===== src/rtl/pwm_pkg.sv =====
package pwm_pkg;

    // Counter and field widths
    localparam int CNT_W     = 13;
    localparam int PRE_W     = 3;
    localparam int PRE_CNT_W = (1 << PRE_W) - 1;
    localparam int MARK_BIT  = 15;
    localparam int CH_IDX_W  = 3;

    // Address map (byte offsets)
    localparam int              DEC_AW      = 16;
    localparam logic [DEC_AW-1:0] GATE_OFS  = 16'h0000;
    localparam logic [DEC_AW-1:0] BANK_BASE = 16'h0010;
    localparam int              BANK_SHIFT  = 6;
    localparam logic [BANK_SHIFT-1:0] CTRL_OFS   = 6'h00;
    localparam logic [BANK_SHIFT-1:0] PERIOD_OFS = 6'h2C;
    localparam logic [BANK_SHIFT-1:0] DUTY_OFS   = 6'h30;

    typedef enum logic [2:0] {
        SEL_NONE,
        SEL_GATE,
        SEL_CTRL,
        SEL_PERIOD,
        SEL_DUTY
    } reg_sel_e;

    typedef struct packed {
        reg_sel_e              sel;
        logic [CH_IDX_W-1:0]   ch;
    } reg_hit_t;

    // Settings that drive a running channel
    typedef struct packed {
        logic [PRE_W-1:0] pre;
        logic [CNT_W-1:0] period;
        logic [CNT_W-1:0] duty;
    } run_cfg_t;

    // Map a byte address onto a register selector and channel index
    function automatic reg_hit_t decode_addr(input logic [DEC_AW-1:0] addr,
                                             input int num_ch);
        reg_hit_t          h;
        logic [DEC_AW-1:0] rel;
        logic [DEC_AW-1:0] bank;
        h.sel = SEL_NONE;
        h.ch  = '0;
        rel   = '0;
        bank  = '0;
        if (addr == GATE_OFS) begin
            h.sel = SEL_GATE;
        end else if (addr >= BANK_BASE) begin
            rel  = addr - BANK_BASE;
            bank = rel >> BANK_SHIFT;
            if (int'(bank) < num_ch) begin
                h.ch = bank[CH_IDX_W-1:0];
                case (rel[BANK_SHIFT-1:0])
                    CTRL_OFS:   h.sel = SEL_CTRL;
                    PERIOD_OFS: h.sel = SEL_PERIOD;
                    DUTY_OFS:   h.sel = SEL_DUTY;
                    default:    h.sel = SEL_NONE;
                endcase
            end
        end
        return h;
    endfunction

    // Terminal value of the prescale counter for exponent k: 2^k - 1
    function automatic logic [PRE_CNT_W-1:0] tick_limit(input logic [PRE_W-1:0] k);
        return ~({PRE_CNT_W{1'b1}} << k);
    endfunction

endpackage


===== src/rtl/pwm_regs.sv =====
module pwm_regs
    import pwm_pkg::*;
#(
    parameter int NUM_CH = 4,
    parameter int ADDR_W = 12,
    parameter int DATA_W = 32
) (
    input  logic                     clk,
    input  logic                     rst,
    input  logic [ADDR_W-1:0]        bus_addr,
    input  logic                     bus_we,
    input  logic [DATA_W-1:0]        bus_wdata,
    output logic [DATA_W-1:0]        bus_rdata,
    output logic [NUM_CH-1:0]        ch_enable,
    output run_cfg_t [NUM_CH-1:0]    ch_cfg
);

    reg_hit_t                 hit;
    logic [NUM_CH-1:0]        gate_q;
    logic [NUM_CH-1:0]        mark_q;
    run_cfg_t [NUM_CH-1:0]    cfg_q;
    run_cfg_t                 sel_cfg;
    logic                     sel_mark;
    logic                     wdata_unused;

    assign hit = decode_addr(DEC_AW'(bus_addr), NUM_CH);

    // Bits of the write data that no field stores
    assign wdata_unused = ^{bus_wdata[DATA_W-1:MARK_BIT+1], bus_wdata[MARK_BIT-1:CNT_W]};

    always_ff @(posedge clk) begin
        if (rst) begin
            gate_q <= '0;
            mark_q <= '0;
            for (int n = 0; n < NUM_CH; n++) begin
                cfg_q[n] <= '0;
            end
        end else if (bus_we) begin
            if (hit.sel == SEL_GATE) begin
                gate_q <= bus_wdata[NUM_CH-1:0];
            end
            for (int n = 0; n < NUM_CH; n++) begin
                if (int'(hit.ch) == n) begin
                    case (hit.sel)
                        SEL_CTRL: begin
                            mark_q[n]    <= bus_wdata[MARK_BIT];
                            cfg_q[n].pre <= bus_wdata[PRE_W-1:0];
                        end
                        SEL_PERIOD: cfg_q[n].period <= bus_wdata[CNT_W-1:0];
                        SEL_DUTY:   cfg_q[n].duty   <= bus_wdata[CNT_W-1:0];
                        default: ;
                    endcase
                end
            end
        end
    end

    // Read path
    always_comb begin
        sel_cfg  = '0;
        sel_mark = 1'b0;
        for (int n = 0; n < NUM_CH; n++) begin
            if (int'(hit.ch) == n) begin
                sel_cfg  = cfg_q[n];
                sel_mark = mark_q[n];
            end
        end
        bus_rdata = '0;
        case (hit.sel)
            SEL_GATE:   bus_rdata[NUM_CH-1:0] = gate_q;
            SEL_CTRL: begin
                bus_rdata[MARK_BIT]  = sel_mark;
                bus_rdata[PRE_W-1:0] = sel_cfg.pre;
            end
            SEL_PERIOD: bus_rdata[CNT_W-1:0] = sel_cfg.period;
            SEL_DUTY:   bus_rdata[CNT_W-1:0] = sel_cfg.duty;
            default: ;
        endcase
    end

    assign ch_enable = gate_q;
    assign ch_cfg    = cfg_q;

endmodule


===== src/rtl/pwm_tick_gen.sv =====
module pwm_tick_gen
    import pwm_pkg::*;
(
    input  logic             clk,
    input  logic             rst,
    input  logic             run,
    input  logic [PRE_W-1:0] shift,
    output logic             tick
);

    logic [PRE_CNT_W-1:0] cnt_q;
    logic [PRE_CNT_W-1:0] limit;

    assign limit = tick_limit(shift);
    assign tick  = run && (cnt_q == limit);

    always_ff @(posedge clk) begin
        if (rst || !run) begin
            cnt_q <= '0;
        end else if (tick) begin
            cnt_q <= '0;
        end else begin
            cnt_q <= cnt_q + 1'b1;
        end
    end

endmodule


===== src/rtl/pwm_channel.sv =====
module pwm_channel
    import pwm_pkg::*;
(
    input  logic     clk,
    input  logic     rst,
    input  logic     en,
    input  run_cfg_t cfg,
    output logic     wave
);

    run_cfg_t         act_q;
    logic [CNT_W-1:0] pos_q;
    logic             tick;
    logic             wrap;

    pwm_tick_gen u_tick (
        .clk   (clk),
        .rst   (rst),
        .run   (en),
        .shift (act_q.pre),
        .tick  (tick)
    );

    assign wrap = tick && (pos_q == act_q.period);

    // Active settings follow the bank while idle and at each period boundary
    always_ff @(posedge clk) begin
        if (rst) begin
            act_q <= '0;
            pos_q <= '0;
        end else if (!en) begin
            act_q <= cfg;
            pos_q <= '0;
        end else if (wrap) begin
            act_q <= cfg;
            pos_q <= '0;
        end else if (tick) begin
            pos_q <= pos_q + 1'b1;
        end
    end

    assign wave = en && (pos_q <= act_q.duty);

endmodule


===== src/rtl/pwm_multi_ctrl.sv =====
module pwm_multi_ctrl
    import pwm_pkg::*;
#(
    parameter int NUM_CH = 4,
    parameter int ADDR_W = 12,
    parameter int DATA_W = 32
) (
    input  logic              clk,
    input  logic              rst,
    input  logic [ADDR_W-1:0] bus_addr,
    input  logic              bus_we,
    input  logic [DATA_W-1:0] bus_wdata,
    output logic [DATA_W-1:0] bus_rdata,
    output logic [NUM_CH-1:0] pwm_out
);

    logic [NUM_CH-1:0]     ch_enable;
    run_cfg_t [NUM_CH-1:0] ch_cfg;

    pwm_regs #(
        .NUM_CH (NUM_CH),
        .ADDR_W (ADDR_W),
        .DATA_W (DATA_W)
    ) u_regs (
        .clk       (clk),
        .rst       (rst),
        .bus_addr  (bus_addr),
        .bus_we    (bus_we),
        .bus_wdata (bus_wdata),
        .bus_rdata (bus_rdata),
        .ch_enable (ch_enable),
        .ch_cfg    (ch_cfg)
    );

    for (genvar n = 0; n < NUM_CH; n++) begin : g_ch
        pwm_channel u_chan (
            .clk  (clk),
            .rst  (rst),
            .en   (ch_enable[n]),
            .cfg  (ch_cfg[n]),
            .wave (pwm_out[n])
        );
    end

endmodule


===== config.mk =====
export PLATFORM = sky130hd
export DESIGN_NAME = pwm_multi_ctrl
export DESIGN_NICKNAME = d
export VERILOG_FILES = /design/src/rtl/pwm_pkg.sv /design/src/rtl/pwm_regs.sv /design/src/rtl/pwm_tick_gen.sv /design/src/rtl/pwm_channel.sv /design/src/rtl/pwm_multi_ctrl.sv
export SDC_FILE = /design/constraint.sdc
export NUM_CORES = 1
export LEC_CHECK = 0
export ABC_AREA = 1
export BUFFER_PORTS_ARGS = -buffer_cell sky130_fd_sc_hd__buf_2
export CORE_MARGIN = 2
export CORE_UTILIZATION = 55
export CTS_BUF_LIST = sky130_fd_sc_hd__clkbuf_2
export DETAILED_ROUTE_END_ITERATION = 8
export GPL_TIMING_DRIVEN = 0
export PLACE_DENSITY = 0.8
export SLEW_MARGIN = 20
export SYNTH_ARGS = -nofsm -noshare
export SYNTH_HDL_FRONTEND = slang
export SYNTH_SLANG_ARGS = --single-unit

===== constraint.sdc =====
create_clock -name clk -period 6.5 [get_ports clk]
set_input_delay 1.3 -clock clk [delete_from_list [all_inputs] [get_ports clk]]
set_output_delay 1.3 -clock clk [all_outputs]
set_load 0.02 [all_outputs]

# Word level (Yosys, flattened, before mapping)
# Cells that the tools add are included.
[totals] wordCells=154 register_bits=320 output_inout_bits=36
[classes] n_mux=25 n_reduce_logical=44 shift=4 n_eq_ne=21 bitwise_logic=8 magnitude_cmp=6 addsub=9
[ops] cell="$mux W29" n=12
[ops] cell="$add A13 B1 Y13 const B" n=4
[ops] cell="$eq A13 B13 Y1" n=4
[ops] cell="$le A13 B13 Y1" n=4
[ops] cell="$reduce_and A3 Y1" n=12
[ops] cell="$add A7 B1 Y7 const B" n=4
[ops] cell="$eq A7 B7 Y1" n=4
[ops] cell="$not A7 Y7" n=4
[ops] cell="$shl A7 B3 Y7 const A" n=4
[ops] cell="$pmux W9 S2" n=1
[ops] cell="$sub A12 B5 Y13 const B" n=1
[ops] cell="$eq A6 B6 Y1 const B" n=2
[ops] cell="$ge A12 B5 Y1 const B" n=1
[ops] cell="$logic_and A1 B1 Y1" n=12
[ops] cell="$logic_not A12 Y1" n=1
[ops] cell="$mux W6" n=2
[ops] cell="$pmux W3 S4" n=1
[ops] cell="$reduce_or A3 Y1" n=4
[ops] cell="$lt A10 B3 Y1 const B" n=1
[ops] cell="$eq A3 B2 Y1 const B" n=3
[ops] cell="$eq A3 B3 Y1 const B" n=3
[ops] cell="$pmux W3 S3" n=1
[ops] cell="$ne A2 B1 Y1 const B" n=4
[ops] cell="$reduce_or A2 Y1" n=4
[ops] cell="10 further kinds" n=24

# Depth between registers and ports, before layout
# Gate-level depths: netlist (run 1).
[logic_depth] depth_word=12 ltp_mapped=13 ltp_nobuf=12

# Hierarchy
# Synthesis (run 1) repeated with hierarchy kept, for this count alone.
[unflattened] cells_unflattened=2680 hier_area_um2=17530.6
[modules_own_cells] module="pwm_channel" area_per_inst_um2=2419.8 instances=4 cells_per_inst=374
[modules_own_cells] module="pwm_regs" area_per_inst_um2=6007.0 instances=1 cells_per_inst=886
[modules_own_cells] module="pwm_tick_gen (g_ch[0].u_chan.u_tick ...)" area_per_inst_um2=459.2 instances=3 cells_per_inst=74
[modules_own_cells] module="pwm_tick_gen (g_ch[3].u_chan.u_tick)" area_per_inst_um2=466.7 instances=1 cells_per_inst=76

# Worst setup path after synthesis (run 1)
# No wires, ideal clock.
[synth_path] path_kind="input to output" startpoint="in bus_addr[10]" endpoint="out bus_rdata[15]" required_time_ns=5.200 n_path_buf=2 path_stages=9 setup_slack_ns=2.336 arrival_ns=2.864 cell_sequence="nor2_1 -> nand2_1 -> inv_1 -> nand3_4 -> nor2_4 -> buf_6 -> buf_2 -> a21oi_1 -> a211oi_1"
[synth_between] elab_chain_cells=11
[synth_lines] element="start, declared" line="pwm_multi_ctrl.sv:10" source="input logic [ADDR_W-1:0] bus_addr,"
[synth_lines] element="$sub A12 B5 Y13" line="pwm_pkg.sv:52" source="rel = addr - BANK_BASE;"
[synth_lines] element="$lt A10 B3 Y1" line="pwm_pkg.sv:54" source="if (int'(bank) < num_ch) begin"
[synth_lines] element="$mux W6" line="pwm_pkg.sv:54"
[synth_lines] element="$mux W6" line="pwm_pkg.sv:51" source="end else if (addr >= BANK_BASE) begin"
[synth_lines] element="$mux W3" line="pwm_pkg.sv:49" source="if (addr == GATE_OFS) begin"
[synth_lines] element="$logic_not A3 Y1" line="pwm_regs.sv:63" source="if (int'(hit.ch) == n) begin"
[synth_lines] element="$mux W1 (4 in a row)" line="pwm_regs.sv:63"
[synth_lines] element="$mux W1 (*)" line="pwm_regs.sv:69" source="case (hit.sel)"
[synth_lines] element="end, declared" line="pwm_multi_ctrl.sv:13" source="output logic [DATA_W-1:0] bus_rdata,"
# Mark *: on every way between the ends. The rest lies on a longest branch, timed or not.

# Final worst setup path (run 1)
[layout_path] startpoint="in bus_addr[1]" endpoint="out bus_rdata[5]"
[layout_between] elab_chain_cells=11
[layout_lines] element="$sub A12 B5 Y13" line="pwm_pkg.sv:52"
[layout_lines] element="$lt A10 B3 Y1" line="pwm_pkg.sv:54"
[layout_lines] element="$mux W6" line="pwm_pkg.sv:54"
[layout_lines] element="$mux W6" line="pwm_pkg.sv:51"
[layout_lines] element="$mux W3" line="pwm_pkg.sv:49"
[layout_lines] element="$logic_not A3 Y1" line="pwm_regs.sv:63"
[layout_lines] element="$mux W29 (4 in a row)" line="pwm_regs.sv:63"
[layout_lines] element="$pmux W9 S2 (*)" line="pwm_regs.sv:69"
# Marked as above.

==> results of run 1 <==
[Yosys cell counts, types with 22 or more instances]
| cell | n | share of area [%] |
|---|---|---|
| inv_1 | 227 | 4.8 |
| o21ai_0 | 138 | 3.9 |
| nor2_1 | 485 | 10 |
| nand3_1 | 229 | 6.5 |
| dfxtp_1 | 320 | 36 |
| nand4_1 | 34 | 1.2 |
| xor2_1 | 59 | 2.9 |
| clkbuf_1 | 46 | 0.98 |
| nand2_1 | 483 | 10 |
| a21oi_1 | 251 | 7.1 |
| buf_2 | 44 | 1.3 |
| nor3_1 | 32 | 0.91 |
| buf_4 | 27 | 1.2 |
| xnor2_1 | 22 | 1.1 |
| ha_1 | 60 | 4.3 |
| buf_1 | 28 | 0.60 |
[registers in the layout (all words and copies together), names as in the netlist]
signal                    count
g_ch.u_chan.act_q           116
g_ch.u_chan.pos_q            52
g_ch.u_chan.u_tick.cnt_q     28
u_regs.ch_cfg               116
u_regs.ch_enable              4
u_regs.mark_q                 4
[worst reg2reg max path: stages, from the launching register on]
cell,delay (ns)
dfxtp_1,0.32
clkbuf_1,0.40
o21ai_0,0.19
nor2_1,0.12
nand3_1,0.08
nor2_1,0.25
nand2_1,0.18
buf_2,0.24
buf_6,0.17
a21oi_1,0.18
nor2_1,0.07
[path summary, 6_finish.rpt]
check	startpoint	end
worst max-delay path	bus_addr[1]	bus_rdata[5]
worst min-delay path	g_ch[2].u_chan.u_tick.cnt_q[0]	g_ch[2].u_chan.u_tick.cnt_q[0]
worst max register to register	u_regs.ch_enable[0]	g_ch[0].u_chan.act_q[18]
worst min register to register	g_ch[2].u_chan.u_tick.cnt_q[0]	g_ch[2].u_chan.u_tick.cnt_q[0]
[power by group through the flow]
stage | Clock (mW) | Sequential, mW | Combinational [mW]
after floorplan | 0 | 2.00 | 0.0876
after global placement | 0 | 2.01 | 0.135
after detailed placement | 0 | 2.01 | 0.137
after CTS | 1.44 | 1.96 | 0.138
after global routing | 1.54 | 1.96 | 0.152
final | 1.43 | 1.96 | 0.144
[metrics by stage]
step / util [%] / power [mW]
global placement: 58.1 / 2.14
detailed placement: 58.1 / 2.14
global route: 60.4 / 3.65
finish: 60.4 / 3.53
CTS: 60.4 / 3.54
floorplan: - / 2.09
[logic make-up (layout without fill, tap and decap cells)]
| kind of cell | after synthesis | after routing | synth area share [%] |
|---|---|---|---|
| buf+inv | 395 | 568 | 9.76 |
| fa+ha+maj | 60 | 60 | 4.27 |
| other cells | 1 | 19 | 0.0213 |
| flops | 320 | 320 | 36.4 |
| xor+xnor | 81 | 81 | 4.03 |
| simple gates | 1337 | 1337 | 33.0 |
| compound gates | 432 | 432 | 12.5 |
[layout make-up]
| type | instances | area, µm² | area share, % |
|---|---|---|---|
| tap | 402 | 503 | 2.64 |
| timing repair buffer | 36 | 180 | 0.945 |
| clock buffer | 123 | 616 | 3.23 |
| clock inverter | 14 | 108 | 0.565 |
| multi-input combinational | 1928 | 9530 | 50.0 |
| inverter | 239 | 897 | 4.71 |
| antenna | 1 | 2.50 | 0.0131 |
| sequential | 320 | 6410 | 33.6 |
| buffer | 156 | 818 | 4.29 |
[routing by layer]
metal / track usage (%) / vias up / share of wire, %
met5: 0 / - / 0
met3: 8.18 / 130 / 11
met2: 49.4 / 878 / 43
met4: 14.4 / 0 / 3.6
met1: 43.1 / 8100 / 43
li1: - / 8768 / -
[cells in the final DEF, fill, tap and decap left out, types with 59 or more instances in the layout]
| cell | n |
|---|---|
| a21oi_1 | 251 |
| buf_2 | 80 |
| clkbuf_2 | 124 |
| dfxtp_1 | 320 |
| ha_1 | 60 |
| inv_1 | 227 |
| nand2_1 | 483 |
| nand3_1 | 229 |
| nor2_1 | 485 |
| o21ai_0 | 138 |
| xor2_1 | 59 |
==> impl_metrics.csv, run 1 <==
group,metric,value,unit
synthesis,syn_inst,2626,
synthesis,syn_area,0.0176,mm²
run,maxCapViolations,0,
routing,vias,17876,
clocking,cts_tree,"built",
clocking,cts_made_buffers,85,
place,dpl.cell_count,3081,
global_routing,grt_max_degree,12,
min_path,hp-class,"reg2reg",
sta,setup_slack,1.78,ns
sta,setup_viol,0,
floorplanning,core,0.0316,mm²
synthesis,ys.flop_type,"dfxtp_1",
clocking,path_clk_slew,0.08,ns
setup_path,cp_cell_sequence,"buf_2 -> nor2_1 -> nand4_1 -> nor2_8 -> clkbuf_1 -> o21ai_0 -> nor2_1 -> nand2_1 -> nand2_1 -> buf_2",
synthesis,synth_cell_types,43,
global_routing,grt_overflow,0,
clocking,cts.sinks,320,
floorplanning,die_area,0.0334,mm²
global_routing,grt_usage,32.3,%
pwr,power_density,185,mW/mm²
pwr,clkPwrFrac,40.5,%
floorplanning,io_pins,83,
floorplanning,rows,65,
clocking,cts_resized,0,
clocking,postCtsSetupRepairBufs,0,
layout,area_growth,8.37,%
synthesis,synthArstFlopShare,0,%
pwr,p_comb_share,4.1,%
clocking,cts_buffer_depth,3,
floorplanning,start_util,55.7,%
place,dpl-instance-area,0.0183,mm²
setup_path,rrSetupSlack,4.15,ns
layout,fillers,2983,
routing,dr.pass1.iters,6,
pwr,p_int,2.57,mW
pwr,p_leak,8.05,nW
min_path,min_path_cells,1,
routing,antenna_left,0,
setup_path,crit_family,"simple AND/OR/NAND/NOR gates",
layout,fin_nets,2873,
routing,routed_wl,54.1,mm
setup_path,crit_path_top_delay_cell,"clkbuf_1",
setup_path,arrival,3.42,ns
global_routing,grt_pass1_vias,16532,
routing,routed_via_density,5.55,
pwr,p_sw,964,µW
setup_path,cp-start-kind,"primary input",
global_routing,antenna_found_initial,1,
layout,final_cell_count_no_fill,3219,
sta,whs,0.484,ns
clocking,cts_hold_buf,0,
sta,rsz0062_at_grt,"no",
layout,stdcell_area,0.0191,mm²
sta,worstMarginPinSlew,0.945,ns
synthesis,synth_edf_count,0,
setup_path,cp.required,5.20,ns
sta,clock-skew-final,0.0557,ns
status,status,"completed",
setup_path,worst-path-buf-inv,3,
global_routing,grt_pass1_wl,85.2,mm
place,hpwlAfterDp,39.9,mm
setup_path,critical_path_class,"in2out",
setup_path,max_stage_delay,0.39,ns
setup_path,path_max_fanout,10,
clocking,clockRootBuffer,"clkbuf_2",
setup_path,worstSetupEndpointType,"primary output",
sta,min_period,4.72,ns
routing,routedWlPerCell,16.8,µm
layout,drive_gt1_share,10.9,%
clocking,clock_latency,0.97,ns
sta,finalCritPeriodShare,72.7,%
setup_path,r2r_cells,10,
floorplanning,die_x,183,µm
clocking,htree_levels,3,
place,gp_congestion,1.08,
synthesis,syn_avg_cell_area,6.70,µm²
routing,drtIter0Drc,1835,
pwr,max-vdd-ir-drop,184,µV
sta,final-hold-violation-count,0,
setup_path,cp.depth,10,
synthesis,yosysSeqAreaShare,36.4,%
sta,max_freq,212,MHz
sta,tns,0,ns
pwr,power_frac_seq,55.5,%
floorplanning,die_h,183,µm
pwr,swShare,27.3,%
sta,slew_viol_final,0,
sta,slew_headroom,37.0,%
routing,drc,0,
place,pre_cts_slack,1.84,ns
synthesis,synth_seq_cells,320,
place,port_buffers,36,
synthesis,yosys_warnings,0,
Note: power is estimated with default switching activity, not from simulation.
==> run 2: changes to the inputs <==
--- a/config.mk
+++ b/config.mk
@@ -12,7 +12,7 @@
 export CTS_BUF_LIST = sky130_fd_sc_hd__clkbuf_2
 export DETAILED_ROUTE_END_ITERATION = 8
 export GPL_TIMING_DRIVEN = 0
-export PLACE_DENSITY = 0.8
+export PLACE_DENSITY = 0.82
 export SLEW_MARGIN = 20
 export SYNTH_ARGS = -nofsm -noshare
 export SYNTH_HDL_FRONTEND = slang
==> constraint.sdc (replaced) <==
create_clock -name clk -period 4 [get_ports clk]
set_input_delay 0.8 -clock clk [delete_from_list [all_inputs] [get_ports clk]]
set_output_delay 0.8 -clock clk [all_outputs]
set_load 0.02 [all_outputs]
==> run 2 against run 1 <==
Net effect:
- flip-flop and latch count is the same
- total power grew 64%
- sequential power grew 62%
- critical path depth is the same
- sequential share of layout area shrank 0.12 points
- clock skew grew 0.056 ns
- critical endpoint unchanged
- highest routed layer unchanged
==> impl_metrics.csv, run 2 (same netlist as run 1, synthesis figures left out) <==
group,metric,value,unit
status,status,"completed",
routing,drc,0,
floorplanning,die_h,183,µm
sta,setup_viol,0,
pwr,power_frac_seq,55.0,%
setup_path,arrival,2.92,ns
sta,clock-skew-final,0.112,ns
clocking,postCtsSetupRepairBufs,0,
global_routing,antenna_found_initial,1,
run,maxCapViolations,0,
sta,rsz0062_at_grt,"no",
setup_path,worstSetupEndpointType,"primary output",
global_routing,grt_pass1_vias,16388,
pwr,clkPwrFrac,41.1,%
layout,multi_input_area,0.00953,mm²
place,pre_cts_slack,0.379,ns
routing,drtIter0Drc,2168,
sta,slew_headroom,38.6,%
clocking,cts_tree,"built",
routing,antenna_left,0,
clocking,cts_made_buffers,85,
setup_path,cp-start-kind,"primary input",
pwr,max-vdd-ir-drop,275,µV
routing,vias,18122,
clocking,htree_levels,3,
global_routing,use_met2,49.2,%
pwr,power_density,303,mW/mm²
place,hpwlAfterDp,39.3,mm
clocking,clock_latency,0.98,ns
routing,routedWlPerCell,16.5,µm
layout,final_common_cell,"nor2_1",
clocking,cts_resized,0,
clocking,clockRootBuffer,"clkbuf_2",
global_routing,grt_max_degree,13,
layout,seq_area,0.00641,mm²
pwr,p_leak,8.06,nW
global_routing,grt_overflow,0,
sta,max_freq,269,MHz
sta,whs,0.226,ns
clocking,cts_buffer_depth,3,
setup_path,cp.required,3.20,ns
pwr,swShare,28.4,%
global_routing,grt_pass1_wl,84.4,mm
floorplanning,core,0.0316,mm²
min_path,min_path_cells,3,
sta,min_period,3.72,ns
floorplanning,die_x,183,µm
global_routing,grt.met1_usage,43.2,%
layout,final_cell_mix,"nor2_1 (485), nand2_1 (483), dfxtp_1 (320)",
sta,setup_slack,0.280,ns
floorplanning,io_pins,83,
place,port_buffers,36,
routing,routed_wl,53.4,mm
layout,area_growth,8.77,%
sta,finalCritPeriodShare,93.0,%
pwr,p_int,4.15,mW
pwr,p_sw,1.64,mW
routing,routed_via_density,5.60,
pwr,p_comb_share,4.0,%
sta,worstMarginPinSlew,0.921,ns
floorplanning,rows,65,
setup_path,path_max_fanout,10,
global_routing,globalRouteMet3Util,6.12,%
place,gp_congestion,1.06,
sta,final-hold-violation-count,0,
global_routing,busiest_layer,"met2",
layout,fillers,2895,
clocking,path_clk_slew,0.10,ns
min_path,hp-class,"in2reg",
layout,fin_nets,2873,
sta,slew_viol_final,0,
floorplanning,start_util,55.7,%
layout,drive_gt1_share,10.8,%
setup_path,r2r_cells,10,
sta,tns,0,ns
floorplanning,die_area,0.0334,mm²
routing,dr.pass1.iters,6,
global_routing,grt_usage,31.5,%
clocking,cts.sinks,320,
clocking,cts_hold_buf,0,
setup_path,critical_path_class,"in2out",
run 2: cell types whose count changed in the layout (fill, tap and decap cells not counted), sizes merged:
cell	previous run	this run
clkinv	13	39
clkbuf	170	158
clkinvlp	0	2
inv	238	239
run 2: final timing paths:
path                                  start                        endpoint  slack [ns]
max reg2reg             u_regs.ch_enable[0]        g_ch[0].u_chan.act_q[18]        1.64
min                            bus_wdata[1]               u_regs.ch_cfg[88]        0.23
max                             bus_addr[1]                    bus_rdata[5]        0.28
min reg2reg  g_ch[3].u_chan.u_tick.cnt_q[0]  g_ch[3].u_chan.u_tick.cnt_q[0]        0.48
run 2: through the flow:
stage | power, mW | instances | instance area [µm²] | util, %
detailed placement | 3.48 | 3081 | 18300 | 58.1
CTS | 5.79 | 3235 | 19100 | 60.6
floorplan | 3.40 | 2643 | 17600 | -
finish | 5.79 | 3236 | 19100 | 60.6
global route | 6.01 | 3236 | 19100 | 60.6
global placement | 3.48 | 3081 | 18300 | 58.1
run 2: layout make-up:
class,count,area share [%]
multi-input cells,1928,49.8
clock buffers,111,2.90
clock inverters,43,1.24
well taps,402,2.63
plain buffers,156,4.28
repair buffers,36,0.942
flip-flops and latches,320,33.5
inverters,239,4.69
diodes,1,0.0131
run 2: metal layers:
| metal | vias up | wire [µm] | part of all wire, % |
|---|---|---|---|
| li1 | 8786 | - | - |
| met1 | 8275 | 22600 | 42 |
| met2 | 925 | 23100 | 43 |
| met3 | 136 | 5790 | 11 |
| met4 | 0 | 1870 | 3.5 |
| met5 | - | 0 | 0 |
run 2: power groups by stage:
| stage | clock network [mW] | registers, mW | logic [mW] |
|---|---|---|---|
| floorplan | 0 | 3.26 | 0.142 |
| global placement | 0 | 3.26 | 0.217 |
| detailed placement | 0 | 3.26 | 0.220 |
| CTS | 2.39 | 3.18 | 0.220 |
| global route | 2.58 | 3.19 | 0.243 |
| finish | 2.38 | 3.18 | 0.230 |
run 2: worst max-delay path, cell delays in order:
cell	delay (ns)
buf_2	0.10
nor2_1	0.21
nand4_1	0.31
nor2_8	0.28
clkbuf_1	0.35
o21ai_0	0.21
nor2_1	0.26
nand2_1	0.08
nand2_1	0.12
buf_2	0.18
